[config.mk]
export PLATFORM = sky130hd
export DESIGN_NAME = irq_dist_top
export DESIGN_NICKNAME = d
export VERILOG_FILES = /design/src/rtl/irq_dist_pkg.sv /design/src/rtl/irq_dist_pick.sv /design/src/rtl/irq_dist_table.sv /design/src/rtl/irq_dist_bal_sel.sv /design/src/rtl/irq_dist_fair_cnt.sv /design/src/rtl/irq_dist_top.sv
export SDC_FILE = /design/constraint.sdc
export NUM_CORES = 1
export LEC_CHECK = 0
export ABC_AREA = 1
export BUFFER_PORTS_ARGS = -buffer_cell sky130_fd_sc_hd__buf_4
export CORE_MARGIN = 10
export CORE_UTILIZATION = 55
export CTS_CLUSTER_SIZE = 14
export DETAILED_ROUTE_END_ITERATION = 10
export PLACE_DENSITY_LB_ADDON = 0.3
export SLEW_MARGIN = 5
export SYNTH_ARGS = -nofsm -noshare
export SYNTH_HDL_FRONTEND = slang
export SYNTH_SLANG_ARGS = --single-unit
[constraint.sdc]
create_clock -name clk_i -period 7.4 [get_ports clk_i]
set_input_delay 1.11 -clock clk_i [delete_from_list [all_inputs] [get_ports clk_i]]
set_output_delay 1.11 -clock clk_i [all_outputs]
set_load 0.1 [all_outputs]
[src/rtl/irq_dist_pkg.sv]
package irq_dist_pkg;
  parameter int unsigned NUM_CPU_DEF   = 4;
  parameter int unsigned NUM_LINES_DEF = 16;
  parameter int unsigned PRIO_W_DEF    = 4;
  parameter int unsigned CNT_W_DEF     = 8;

  typedef enum logic {
    MODE_FIXED = 1'b0,
    MODE_BAL   = 1'b1
  } route_mode_e;
endpackage

[src/rtl/irq_dist_pick.sv]
module irq_dist_pick #(
  parameter int unsigned N  = 16,
  localparam int unsigned IW = $clog2(N)
) (
  input  logic [N-1:0]  valid_i,
  output logic [N-1:0]  grant_o,
  output logic [IW-1:0] idx_o,
  output logic          any_o
);
  always_comb begin
    idx_o   = '0;
    any_o   = 1'b0;
    grant_o = '0;
    for (int i = N - 1; i >= 0; i--) begin
      if (valid_i[i]) begin
        idx_o = IW'(i);
        any_o = 1'b1;
      end
    end
    if (any_o) grant_o[idx_o] = 1'b1;
  end
endmodule

[src/rtl/irq_dist_table.sv]
module irq_dist_table
  import irq_dist_pkg::*;
#(
  parameter int unsigned NUM_LINES = 16,
  parameter int unsigned NUM_CPU   = 4,
  localparam int unsigned LW = $clog2(NUM_LINES),
  localparam int unsigned CW = $clog2(NUM_CPU)
) (
  input  logic          clk_i,
  input  logic          rst_ni,
  input  logic          we_i,
  input  logic [LW-1:0] wline_i,
  input  logic [CW-1:0] wcpu_i,
  input  logic          wdyn_i,
  input  logic [LW-1:0] rline_i,
  output logic [CW-1:0] rcpu_o,
  output route_mode_e   rmode_o
);
  logic [CW-1:0] cpu_q  [NUM_LINES];
  route_mode_e   mode_q [NUM_LINES];

  always_ff @(posedge clk_i or negedge rst_ni) begin
    if (!rst_ni) begin
      for (int i = 0; i < int'(NUM_LINES); i++) begin
        cpu_q[i]  <= '0;
        mode_q[i] <= MODE_FIXED;
      end
    end else if (we_i) begin
      cpu_q[wline_i]  <= wcpu_i;
      mode_q[wline_i] <= wdyn_i ? MODE_BAL : MODE_FIXED;
    end
  end

  assign rcpu_o  = cpu_q[rline_i];
  assign rmode_o = mode_q[rline_i];
endmodule

[src/rtl/irq_dist_bal_sel.sv]
module irq_dist_bal_sel #(
  parameter int unsigned NUM_CPU = 4,
  parameter int unsigned PRIO_W  = 4,
  parameter int unsigned CNT_W   = 8,
  localparam int unsigned CW = $clog2(NUM_CPU)
) (
  input  logic [NUM_CPU*PRIO_W-1:0] prio_i,
  input  logic [NUM_CPU*CNT_W-1:0]  cnt_i,
  output logic [CW-1:0]             win_o
);
  logic [PRIO_W-1:0] best_prio;
  logic [CNT_W-1:0]  best_cnt;

  // linear scan: strict compares keep the lowest index on full ties
  always_comb begin
    win_o     = '0;
    best_prio = prio_i[PRIO_W-1:0];
    best_cnt  = cnt_i[CNT_W-1:0];
    for (int c = 1; c < int'(NUM_CPU); c++) begin
      if ((prio_i[c*PRIO_W +: PRIO_W] < best_prio) ||
          ((prio_i[c*PRIO_W +: PRIO_W] == best_prio) &&
           (cnt_i[c*CNT_W +: CNT_W] > best_cnt))) begin
        win_o     = CW'(c);
        best_prio = prio_i[c*PRIO_W +: PRIO_W];
        best_cnt  = cnt_i[c*CNT_W +: CNT_W];
      end
    end
  end
endmodule

[src/rtl/irq_dist_fair_cnt.sv]
module irq_dist_fair_cnt #(
  parameter int unsigned NUM_CPU = 4,
  parameter int unsigned CNT_W   = 8,
  localparam int unsigned CW = $clog2(NUM_CPU)
) (
  input  logic                     clk_i,
  input  logic                     rst_ni,
  input  logic                     upd_i,
  input  logic [CW-1:0]            win_i,
  output logic [NUM_CPU*CNT_W-1:0] cnt_o
);
  for (genvar g = 0; g < int'(NUM_CPU); g++) begin : g_cnt
    logic [CNT_W-1:0] cnt_q;
    always_ff @(posedge clk_i or negedge rst_ni) begin
      if (!rst_ni) begin
        cnt_q <= '0;
      end else if (upd_i) begin
        if (win_i == CW'(g))   cnt_q <= '0;
        else if (cnt_q != '1)  cnt_q <= cnt_q + 1'b1;
      end
    end
    assign cnt_o[g*CNT_W +: CNT_W] = cnt_q;
  end
endmodule

[src/rtl/irq_dist_top.sv]
module irq_dist_top
  import irq_dist_pkg::*;
#(
  parameter int unsigned NUM_CPU   = NUM_CPU_DEF,
  parameter int unsigned NUM_LINES = NUM_LINES_DEF,
  parameter int unsigned PRIO_W    = PRIO_W_DEF,
  parameter int unsigned CNT_W     = CNT_W_DEF,
  localparam int unsigned LW = $clog2(NUM_LINES),
  localparam int unsigned CW = $clog2(NUM_CPU)
) (
  input  logic                      clk_i,
  input  logic                      rst_ni,
  input  logic [NUM_LINES-1:0]      req_valid_i,
  output logic [NUM_LINES-1:0]      req_ready_o,
  input  logic [NUM_CPU*PRIO_W-1:0] cpu_prio_i,
  input  logic                      tbl_we_i,
  input  logic [LW-1:0]             tbl_line_i,
  input  logic [CW-1:0]             tbl_cpu_i,
  input  logic                      tbl_dyn_i,
  output logic                      dlv_valid_o,
  output logic [NUM_CPU-1:0]        dlv_cpu_o,
  output logic [LW-1:0]             dlv_line_o
);
  logic [NUM_LINES-1:0]     acc_oh;
  logic [LW-1:0]            acc_idx;
  logic                     acc_any;
  logic [CW-1:0]            fix_cpu;
  route_mode_e              acc_mode;
  logic [CW-1:0]            bal_cpu;
  logic [CW-1:0]            tgt_cpu;
  logic [NUM_CPU-1:0]       tgt_oh;
  logic [NUM_CPU*CNT_W-1:0] cnt_flat;
  logic                     bal_upd;

  logic                     dlv_valid_q;
  logic [NUM_CPU-1:0]       dlv_cpu_q;
  logic [LW-1:0]            dlv_line_q;
  logic                     dlv_dyn_q;

  irq_dist_pick #(.N(NUM_LINES)) pick_i (
    .valid_i (req_valid_i),
    .grant_o (acc_oh),
    .idx_o   (acc_idx),
    .any_o   (acc_any)
  );

  irq_dist_table #(.NUM_LINES(NUM_LINES), .NUM_CPU(NUM_CPU)) table_i (
    .clk_i   (clk_i),
    .rst_ni  (rst_ni),
    .we_i    (tbl_we_i),
    .wline_i (tbl_line_i),
    .wcpu_i  (tbl_cpu_i),
    .wdyn_i  (tbl_dyn_i),
    .rline_i (acc_idx),
    .rcpu_o  (fix_cpu),
    .rmode_o (acc_mode)
  );

  irq_dist_bal_sel #(.NUM_CPU(NUM_CPU), .PRIO_W(PRIO_W), .CNT_W(CNT_W)) sel_i (
    .prio_i (cpu_prio_i),
    .cnt_i  (cnt_flat),
    .win_o  (bal_cpu)
  );

  assign bal_upd = acc_any && (acc_mode == MODE_BAL);

  irq_dist_fair_cnt #(.NUM_CPU(NUM_CPU), .CNT_W(CNT_W)) cnt_i (
    .clk_i  (clk_i),
    .rst_ni (rst_ni),
    .upd_i  (bal_upd),
    .win_i  (bal_cpu),
    .cnt_o  (cnt_flat)
  );

  assign tgt_cpu = (acc_mode == MODE_BAL) ? bal_cpu : fix_cpu;

  always_comb begin
    tgt_oh          = '0;
    tgt_oh[tgt_cpu] = 1'b1;
  end

  always_ff @(posedge clk_i or negedge rst_ni) begin
    if (!rst_ni) begin
      dlv_valid_q <= 1'b0;
      dlv_cpu_q   <= '0;
      dlv_line_q  <= '0;
      dlv_dyn_q   <= 1'b0;
    end else begin
      dlv_valid_q <= acc_any;
      if (acc_any) begin
        dlv_cpu_q  <= tgt_oh;
        dlv_line_q <= acc_idx;
        dlv_dyn_q  <= (acc_mode == MODE_BAL);
      end
    end
  end

  assign req_ready_o = acc_oh;
  assign dlv_valid_o = dlv_valid_q;
  assign dlv_cpu_o   = dlv_cpu_q;
  assign dlv_line_o  = dlv_line_q;
endmodule

Word-level counts from Yosys, hierarchy flattened. Cells that the tools add are included.

Add/subtract/negate cells: 4. Magnitude comparators: 13. Equal/unequal tests: 10. Mux-type cells: 66. Bitwise gates (word level): 2. Reduce and logical (&&, ||, !) cells: 19.

Operators by type and width (number): two-way mux 8 bit (10); two-way mux 4 bit (18); adder 8 x 1 -> 8 bit, second input constant (4); bitwise mux 32 bit (1); != test 8 bit, second input constant (4); > comparator 8 bit (3); two-way mux 1 bit (23); bitwise mux 16 bit (1); two-way mux 16 bit (1); == test 4 bit (3); less-than comparator 4 bit (3); two-way mux 2 bit (6); >= comparator 5 bit, second input constant (2); NOT 4 -> 5 bit (2); binary-select mux 2 bit (select 4 bit) (1); demux 1 bit (select 4 bit) (2); demux 2 bit (select 4 bit) (1); AND reduction 2 bit (4); nonzero test 2 bit (4); logical AND 1 bit (7); less-than comparator 4 x 5 -> 1 bit, second input constant (1); less-than comparator 5 x 1 -> 1 bit, second input constant (1); binary-select mux 1 bit (select 4 bit) (1); == test 2 bit, second input constant (2); other kinds (7) (9).

Bits in registers: 89. Input port bits: 42. Word-level logic and storage cells: 153.

Depth between registers and ports, before layout. Gate-level depths: netlist of run 1.

Depth in word-level cells: 25. Depth in mapped cells: 40. Mapped depth without buffers: 37.

Cells and area by module. A second synthesis of run 1 with hierarchy kept.

Cells, all modules: 934. Area total of the unflattened synthesis: 6296.0 µm².

By module, submodules not included: irq_dist_table (times used 1, cells each 326, area an instance 2368.5 µm², seq. area each 1201.2 µm²); irq_dist_fair_cnt (times used 1, cells each 248, area an instance 1843.0 µm², seq. area each 800.8 µm²); irq_dist_bal_sel (times used 1, cells each 226, area an instance 1335.0 µm², seq. area each 0.0 µm²); irq_dist_top (times used 1, cells each 54, area an instance 402.9 µm², seq. area each 225.2 µm²); irq_dist_pick (times used 1, cells each 80, area an instance 346.6 µm², seq. area each 0.0 µm²).

Worst setup path after synthesis of run 1. No wires, ideal clock.

Path type: input -> register. From: input cpu_prio_i[3]. To: register cnt_i.g_cnt[1].cnt_q[6]. Library setup time: 117 ps. Arrival: 5710 ps. Data required time: 7283 ps. Setup slack: 1573 ps. Cell stages on the path: 35. Path buffers: 3. Path through: inv_1 ha_1 nand2_1 a2111o_1 nand2_1 inv_1 clkbuf_1 nand2_1 o21ai_0 ha_1 inv_1 nor2_1 nor2_1 o21ai_0 a21oi_1 o211ai_1 a32oi_2 clkbuf_1 o21ai_0 ha_1 a21oi_1 o21ai_0 a21oi_1 o211ai_1 o311ai_0 nand2_1 inv_1 nand2_1 inv_1 nand2_2 nand4_1 nand2_4 buf_6 nand2_2 o21ai_2.

Word-level cells in the longest chain between the ends: 15. Elaborated cells on any way between the ends: 25.

Ends and longest elaborated chain: start, declared (line irq_dist_top.sv:15) `input logic [NUM_CPU*PRIO_W-1:0] cpu_prio_i,`; parallel branches: the longest is 11 deep, another holds > comparator 8 bit; two-way mux 2 bit (*) (line irq_dist_bal_sel.sv:20) `if ((prio_i[c*PRIO_W +: PRIO_W] < best_prio) ||`; == test 2 x 1 -> 1 bit (*) (line irq_dist_fair_cnt.sv:18) `if (win_i == CW'(g)) cnt_q <= '0;`; nonzero test 2 bit (no line); AND reduction 2 bit (no line); end signal, assigned (line irq_dist_fair_cnt.sv:19) `else if (cnt_q != '1) cnt_q <= cnt_q + 1'b1;`; end, declared (line irq_dist_fair_cnt.sv:13) `logic [CNT_W-1:0] cnt_q;`.

Every way passes the cells marked *. A chain may end at the register's enable or synchronous reset.

Worst setup path after layout of run 1.
From: input cpu_prio_i[3]. To: register cnt_i.g_cnt[0].cnt_q[7].

Word-level cells in the longest chain between the ends: 15. Elaborated cells on any way between the ends: 25.

Ends and longest elaborated chain (line): parallel branches: the longest is 11 deep, another holds > comparator 8 bit; two-way mux 2 bit (*) (irq_dist_bal_sel.sv:20); logical NOT 2 bit (*) (irq_dist_fair_cnt.sv:18); nonzero test 2 bit (no line); AND reduction 2 bit (no line); end signal, assigned (irq_dist_fair_cnt.sv:19); end, declared (irq_dist_fair_cnt.sv:13).

Marks and branches as above.

==> results of run 1 <==
-- per-stage QoR --
| stage | setup WS (ps) | instance area (um^2) | util [%] |
|---|---|---|---|
| floorplan | 1573 | 6126 | - |
| global placement | 907.0 | 6675 | 61.31 |
| detailed placement | 724.8 | 6675 | 61.31 |
| CTS | 1102 | 6848 | 62.89 |
| global route | 399.8 | 6848 | 62.89 |
| finish | 1018 | 6848 | 62.89 |
-- worst paths after layout --
check                                        startpoint                      end  slack, ps  cells after the start
worst min-delay path                      dlv_line_o[1]            dlv_line_o[1]        490                      2
worst min register to register            dlv_line_o[1]            dlv_line_o[1]        490                      2
min in group asynchronous                        rst_ni        table_i.cpu_q[24]        700                      1
worst max-delay path                      cpu_prio_i[3]  cnt_i.g_cnt[0].cnt_q[7]       1020                     33
max in group asynchronous                        rst_ni  cnt_i.g_cnt[1].cnt_q[7]       5680                      2
worst max register to register  cnt_i.g_cnt[0].cnt_q[3]  cnt_i.g_cnt[0].cnt_q[7]       1110                     34
-- registers in the layout, summed over array words and instances (netlist names) --
signal / cells
dlv_valid_o: 1
cnt_i.g_cnt.cnt_q: 32
dlv_cpu_o: 4
dlv_line_o: 4
table_i.cpu_q: 32
table_i.mode_q: 16
-- synthesized netlist by cell type --
library cell,count
or2_2,3
o311ai_0,1
nand3_1,57
nor3_1,6
o21ai_0,84
buf_6,6
o2111ai_1,1
nor4_1,4
nand2_4,7
inv_2,3
nor2_1,62
nor2_8,2
a31oi_1,1
xor2_1,12
nand3_2,1
inv_1,91
a21oi_1,16
o21ai_2,26
o211ai_1,2
nand2_2,12
buf_1,1
xnor2_1,1
nand2_1,253
dfrtp_1,89
nand3b_1,6
nand4_1,31
buf_4,1
clkbuf_1,10
a21oi_4,1
a32oi_2,1
a2111o_1,1
ha_1,40
buf_2,4
-- final cells by class --
| cell class | instances | share of cell area, % |
|---|---|---|
| Inverter | 94 | 5.153 |
| Clock inverter | 6 | 0.6578 |
| Sequential cell | 89 | 32.52 |
| Tap cell | 140 | 2.558 |
| Clock buffer | 10 | 1.864 |
| Timing Repair Buffer | 68 | 7.455 |
| Multi-Input combinational cell | 631 | 49.79 |
-- layer usage --
layer	up-vias	part of all wire, %	GRT usage (%)
li1	2861	-	-
met1	2596	48	25.95
met2	166	44	27.47
met3	6	7.0	4.732
met4	0	0.56	3.455
met5	-	0	0
-- kinds of logic after synthesis --
group,after synthesis
xor+xnor,13
buf+inv,116
fa+ha+maj,40
compound gates,134
simple gates,444
flops,89
-- where the power goes --
| part | internal, mW | switching, mW |
|---|---|---|
| Sequential | 0.581 | 0.0899 |
| Clock | 0.122 | 0.182 |
| Combinational | 0.236 | 0.449 |
-- worst max-delay path: cells and delay by family --
family | cells | cell delay (ps)
compound gates | 13 | 2380
fa+ha+maj | 3 | 860
buf+inv | 6 | 870
simple gates | 11 | 1410
==> qor.yml, run 1 <==
layout_common_cells: "nand2_1 (253), inv_1 (91), dfrtp_1 (89)"
antenna_found_initial: 0
critPathMaxFanout: 21
layout-area-overhead-vs-synth_pct: 11.79
end_kind: "register"
n_antenna_cell: 0
cts.htree.levels: 3
tightest_slew_ps: 815.6
max_freq_mhz: 156.7
max-vdd-ir-drop_mv: 0.2574
clock_tree.buffer_depth: 2
rsz0062_at_grt: "no"
setup_viol: 0
synthXorXnorAreaFrac_pct: 1.859
synth_top_area_share_pct: 36.36
synth-simple-area-share_pct: 32.39
vias_per_cell: 5.423
nets: 975
register_area_um2: 2227
grt_pass1_wl_mm: 24.62
postSynthCellCount: 836
vias: 5629
hold_viol_final: 0
io_pins: 67
initialDrtViolationCount: 497
p_total_mw: 1.661
relSlewSlack_pct: 45.43
synth.area.mux_share_pct: 0
synth_largest_area_cell: "dfrtp_1"
status: "completed"
powerDensity_nw_per_um2: 242.5
numCtsBuffers: 9
ys_types: 33
drc: 0
nFillCells: 1000
fin_cells: 1038
dieArea_um2: 15760
final_common_cell: "nand2_1"
crit_path_start_kind: "input pin"
drtAntennaViolNets: 0
cpPeakStageDelay_ps: 630
layout-drive-gt1-share_pct: 15.48
die_h_um: 125.5
tns_ps: 0
synth_compound_area_share_pct: 13.24
coreArea_um2: 10890
clock_skew_ps: 9.752
multi_input_area_um2: 3410
slowest_stage: "a32oi_2"
slew_viol_final: 0
synth_nets: 918
synth_fa_ha_area_share_pct: 8.170
synth_top_family_by_area: "simple AND/OR/NAND/NOR gates"
max_cap_viol_count: 0
hold_path.class: "register to register"
ys_top_cells_by_area: "dfrtp_1 (36%), nand2_1 (16%), ha_1 (8.2%)"
p_leak_nw: 3.503
num_rows: 38
crit_type: "input pin to register"
ys_seq_area_share_pct: 36.36
detail_route.first_pass.iterations: 5
grt_max_degree: 49
period_share_pct: 86.24
cts-resized-gates: 0
path_clk_slew_ps: 90
grt_pass1_vias: 5022
hold_slack_ps: 489.5
cts_sinks: 89
synth.avg_cell_area_um2: 7.328
grtUsageTotal_pct: 18.28
cp_data_required_time_ps: 7670
postCtsSetupBuffers: 0
wirelength_mm: 14.57
gp_congestion: 0.8459
cts_hold_buf: 0
die_x_um: 125.5
initial_core_util_pct: 56.26
clk-insertion-delay-late_ps: 380
io_buffers: 66
layout_min_cycle_time_ps: 6382
grt.overflow.total: 0
cpMostUsedCell: "nand2_1"
dpl.cell_count: 1022
yosys_warnings: 0
synth-seq-cells: 89
crit_arrival_ps: 6650
cts_tree: "done"
syn_area_um2: 6126
dpl.hpwl_mm: 10.85
root_buffer: "clkbuf_8"
wl_per_cell_um: 14.04
(Power assumes the default switching activity.)
==> run 2, diff against run 1 <==
--- a/config.mk
+++ b/config.mk
@@ -8,7 +8,7 @@
 export ABC_AREA = 1
 export BUFFER_PORTS_ARGS = -buffer_cell sky130_fd_sc_hd__buf_4
 export CORE_MARGIN = 10
-export CORE_UTILIZATION = 55
+export CORE_UTILIZATION = 54
 export CTS_CLUSTER_SIZE = 14
 export DETAILED_ROUTE_END_ITERATION = 10
 export PLACE_DENSITY_LB_ADDON = 0.3
==> constraint.sdc (replaced) <==
create_clock -name clk_i -period 5.6 [get_ports clk_i]
set_input_delay 0.84 -clock clk_i [delete_from_list [all_inputs] [get_ports clk_i]]
set_output_delay 0.84 -clock clk_i [all_outputs]
set_load 0.1 [all_outputs]
==> run 2 against run 1 <==
  * Worst setup slack got worse by 710 ps
  * Final cell count increased by 2.0%
  * Sequential cell count unchanged
  * Non-clock buffer count increased by 19
  * Wire length increased by 4.1%
  * Cell area increased by 5.6%
  * Sequential share of layout area decreased by 1.6 points
  * Worst hold slack got worse by 82 ps
  * Power increased by 52%
  * Sequential power increased by 32%
  * First-iteration DRC count decreased by 19%
  * Largest cell class unchanged
  * Largest power group unchanged
==> qor.yml, run 2 (synthesis gave the netlist of run 1 again) <==
p_leak_nw: 3.665
critPathMaxFanout: 8
max_cap_viol_count: 0
final_common_cell: "nand2_1"
coreArea_um2: 10980
p_total_mw: 2.526
slew_viol_final: 0
cts_sinks: 89
dieArea_um2: 16000
grtUsageTotal_pct: 18.43
antenna_found_initial: 0
fin_util_pct: 65.87
path_clk_slew_ps: 70
max_freq_mhz: 189.1
cpPeakStageDelay_ps: 400
clock_skew_ps: 9.199
wl_per_cell_um: 14.32
dpl.cell_count: 1031
initialDrtViolationCount: 401
io_pins: 67
slowest_stage: "a2111o_1"
layout-drive-gt1-share_pct: 19.91
vias_per_cell: 5.388
cts_hold_buf: 0
fin_cells: 1059
layout_common_cells: "nand2_1 (250), inv_1 (84), buf_4 (84)"
hold_slack_ps: 407.2
cts_tree: "done"
hold_path.class: "input pin to asynchronous set/reset pin"
tightest_slew_ps: 772.8
grt_pass1_vias: 5338
power_frac_seq_pct: 35.1
crit_path_start_kind: "input pin"
end_kind: "register"
crit_arrival_ps: 5560
nets: 996
wirelength_mm: 15.17
drc: 0
drtAntennaViolNets: 0
powerDensity_nw_per_um2: 349.2
clk-insertion-delay-late_ps: 350
dp_slack_ps: 39.74
p_sw_share_pct: 40.06
numCtsBuffers: 9
grt_pass1_wl_mm: 25.36
dpl.hpwl_mm: 10.91
clock_tree.buffer_depth: 2
hold_viol_final: 0
switching_power_mw: 1.012
cpMostUsedCell: "nand2_1"
n_antenna_cell: 0
period_share_pct: 94.42
vias: 5706
gp_congestion: 0.8532
io_buffers: 66
grt.overflow.total: 0
clkPwrFrac_pct: 24.8
layout_min_cycle_time_ps: 5287
reg.largest.list: "cnt_i.g_cnt.cnt_q (32), table_i.cpu_q (32), table_i.mode_q (16)"
p_comb_share_pct: 40.1
crit_type: "input pin to register"
post_dp_cell_area_um2: 6755
cellInternalPower_mw: 1.514
initial_core_util_pct: 55.78
final_area_um2: 7234
worst_slack_ps: 312.7
die_x_um: 126.5
relSlewSlack_pct: 48.29
status: "completed"
cts.htree.levels: 3
num_rows: 38
root_buffer: "clkbuf_16"
grt_max_degree: 61
cp_data_required_time_ps: 5870
layout-area-overhead-vs-synth_pct: 18.10
die_h_um: 126.5
detail_route.first_pass.iterations: 5
tns_ps: 0
max-vdd-ir-drop_mv: 0.2812
setup_viol: 0
run 2: changes by cell type in the layout (fill, tap and decap cells not counted), moves of 8 or more:
cell       change
buf_4         +16
clkbuf_16     +11
clkbuf_8       -8
dfrtp_1        -8
dfrtp_2        +8
o21ai_0       -12
o21ai_1       +11
run 2: routing by layer:
layer	part of all wire, %	GRT usage (%)	routed length [um]
met1	48	25.52	7248
met3	5.3	3.415	810
met2	46	28.80	6916
met5	0	0	0
met4	1.2	5.090	189
run 2: final timing paths:
path | startpoint | endpoint | slack (ps) | cells after the start
worst max register to register | cnt_i.g_cnt[0].cnt_q[5] | cnt_i.g_cnt[1].cnt_q[1] | 320 | 35
worst min register to register | dlv_cpu_o[1] | dlv_cpu_o[1] | 490 | 2
worst min-delay path | rst_ni | table_i.mode_q[6] | 410 | 1
min in group clk_i | dlv_cpu_o[1] | dlv_cpu_o[1] | 490 | 2
max in group asynchronous | rst_ni | cnt_i.g_cnt[0].cnt_q[3] | 4030 | 2
worst max-delay path | cpu_prio_i[3] | cnt_i.g_cnt[1].cnt_q[1] | 310 | 34
run 2: final cells by class:
cell class / instances / area (um^2)
Sequential cell: 89 / 2237
Fill cell: 992 / 3749
Timing Repair Buffer: 87 / 700.7
Inverter: 94 / 356.6
Clock buffer: 11 / 242.7
Multi-Input combinational cell: 632 / 3452
Clock inverter: 5 / 62.56
Timing Repair inverter: 1 / 7.507
Tap cell: 140 / 175.2
run 2: worst max-delay path, delay by kind of cell:
| family | cells | cell delay (ps) |
|---|---|---|
| simple gates | 13 | 1600 |
| fa+ha+maj | 3 | 840 |
| compound gates | 11 | 1560 |
| buf+inv | 7 | 710 |
run 2: power by group through the flow:
stage	logic (mW)	clock network, mW	registers, mW
after detailed placement	0.927	0	0.895
final	1.01	0.626	0.888
after global placement	0.908	0	0.891
after CTS	0.935	0.630	0.884
after floorplan	0.635	0	0.944
after global routing	1.15	0.652	0.905
run 2: timing repair:
action,CTS,global route
gates resized for setup,0,38
setup buffers,0,8
setup endpoints to repair,0,34
==> run 3, diff against run 2 <==
--- a/config.mk
+++ b/config.mk
@@ -12,6 +12,7 @@
 export CTS_CLUSTER_SIZE = 14
 export DETAILED_ROUTE_END_ITERATION = 10
 export PLACE_DENSITY_LB_ADDON = 0.3
+export REMOVE_ABC_BUFFERS = 1
 export SLEW_MARGIN = 5
 export SYNTH_ARGS = -nofsm -noshare
 export SYNTH_HDL_FRONTEND = slang
==> run 3 against run 2 <==
  * Count of clock-buffer cells in the layout is the same
  * Combinational power increased by 6%
  * Power is 1.4% higher
  * First-iteration DRC count up 13%
  * Non-clock buffer count grew 6
  * Wire length rose by 0.50%
  * Die area is the same
  * Fmax shrank 0.62%
  * Clock power down 3%
  * Sequential power decreased by 0.5%
  * Worst hold slack got worse by 23 ps
  * Final cell count increased by 0.57%
==> qor.yml, run 3 (synthesis gave the netlist of run 1 again) <==
dpl.hpwl_mm: 10.78
multi_input_area_um2: 3523
tns_ps: 0
clock_tree.buffer_depth: 2
coreArea_um2: 10980
layout_common_cells: "nand2_1 (248), buf_4 (91), inv_1 (84)"
io_buffers: 66
cts_hold_buf: 0
grtUsageTotal_pct: 17.98
register_area_um2: 2235
cpPeakStageDelay_ps: 490
vias: 5753
cts_tree: "done"
wl_per_cell_um: 14.31
die_h_um: 126.5
hold_viol_final: 0
drc: 0
max_cap_viol_count: 0
crit_path_start_kind: "register"
root_buffer: "clkbuf_16"
cts.htree.levels: 3
layout_min_cycle_time_ps: 5321
grt_busiest_layer: "met2"
nets: 1003
initialDrtViolationCount: 454
met1_usage_pct: 25.97
cpMostUsedCell: "nand2_1"
slew_viol_final: 0
relSlewSlack_pct: 44.21
fin_util_pct: 66.43
grt_max_degree: 67
initial_core_util_pct: 55.78
wirelength_mm: 15.24
drtAntennaViolNets: 0
clock_skew_ps: 8.218
fin_cells: 1065
hold_path.class: "input pin to asynchronous set/reset pin"
nFillCells: 930
num_rows: 38
powerDensity_nw_per_um2: 351.1
crit_type: "register to register"
cts_sinks: 89
hold_slack_ps: 384.4
reg.largest.list: "cnt_i.g_cnt.cnt_q (32), table_i.cpu_q (32), table_i.mode_q (16)"
final_common_cell: "nand2_1"
max_freq_mhz: 188.0
status: "completed"
p_leak_nw: 3.683
critPathMaxFanout: 9
crit_arrival_ps: 5590
antenna_found_initial: 0
layout-area-overhead-vs-synth_pct: 19.10
ff2ff_setup_slack_ps: 280
die_x_um: 126.5
end_kind: "register"
met3_usage_pct: 3.165
period_share_pct: 95.01
setup_viol: 0
tightest_slew_ps: 836.8
final_area_um2: 7296
clk-insertion-delay-late_ps: 340
layout-drive-gt1-share_pct: 21.30
slowest_stage: "dfrtp_1"
dieArea_um2: 16000
cp_data_required_time_ps: 5870
post_dp_cell_area_um2: 6743
grt_pass1_vias: 5034
dpl.cell_count: 1031
vias_per_cell: 5.402
grt_pass1_wl_mm: 24.56
gp_congestion: 0.8943
grt_use_met2_pct: 27.31
numCtsBuffers: 9
grt.overflow.total: 0
io_pins: 67
max-vdd-ir-drop_mv: 0.3703
path_clk_slew_ps: 70
detail_route.first_pass.iterations: 5
n_antenna_cell: 0
[run 3: worst max-delay path, delay by kind of cell, from the launching register on]
family / cells / cell delay (ps)
buffers and inverters: 6 / 680
flip-flops: 1 / 490
AND/OR/NAND/NOR: 12 / 1410
adder cells (fa/ha/maj): 3 / 920
AO/OA/AOI/OAI: 13 / 1740
[run 3: layout make-up]
| type | instances | area share [%] |
|---|---|---|
| inverters | 94 | 4.888 |
| multi-input cells | 633 | 48.29 |
| repair buffers | 93 | 9.621 |
| well taps | 140 | 2.401 |
| flip-flops and latches | 89 | 30.63 |
| repair inverters | 1 | 0.1029 |
| clock buffers | 11 | 3.327 |
| clock inverters | 4 | 0.7374 |
[run 3: through the flow]
stage	worst slack (ps)	total power, mW
detailed placement	58.16	1.814
finish	279.5	2.562
global route	-170.0	2.753
global placement	192.4	1.790
floorplan	-47.54	1.553
CTS	262.1	2.432
[run 3: path summary, 6_finish.rpt]
check	startpoint	to	depth (start not counted)
setup reg to reg	cnt_i.g_cnt[1].cnt_q[5]	cnt_i.g_cnt[1].cnt_q[1]	34
min in group clk_i	dlv_cpu_o[3]	dlv_cpu_o[3]	2
hold reg to reg	dlv_cpu_o[3]	dlv_cpu_o[3]	2
hold / removal	rst_ni	dlv_line_o[2]	1
max in group asynchronous	rst_ni	cnt_i.g_cnt[0].cnt_q[3]	2
setup / recovery	cnt_i.g_cnt[1].cnt_q[5]	cnt_i.g_cnt[1].cnt_q[1]	34
[run 3: power breakdown]
group / switching (mW) / internal [mW]
clock: 0.252 / 0.357
sequential: 0.111 / 0.773
combinational: 0.663 / 0.406
[run 3: what timing repair did]
item | CTS | global route
setup buffers | 0 | 16
endpoints found under the setup margin | 0 | 36
gates resized for setup | 0 | 52
[run 3: metal layers]
metal / vias to the layer above / part of all wire [%]
met1: 2674 / 48
li1: 2923 / -
met4: 0 / 0.74
met5: - / 0
met3: 11 / 5.3
met2: 145 / 46
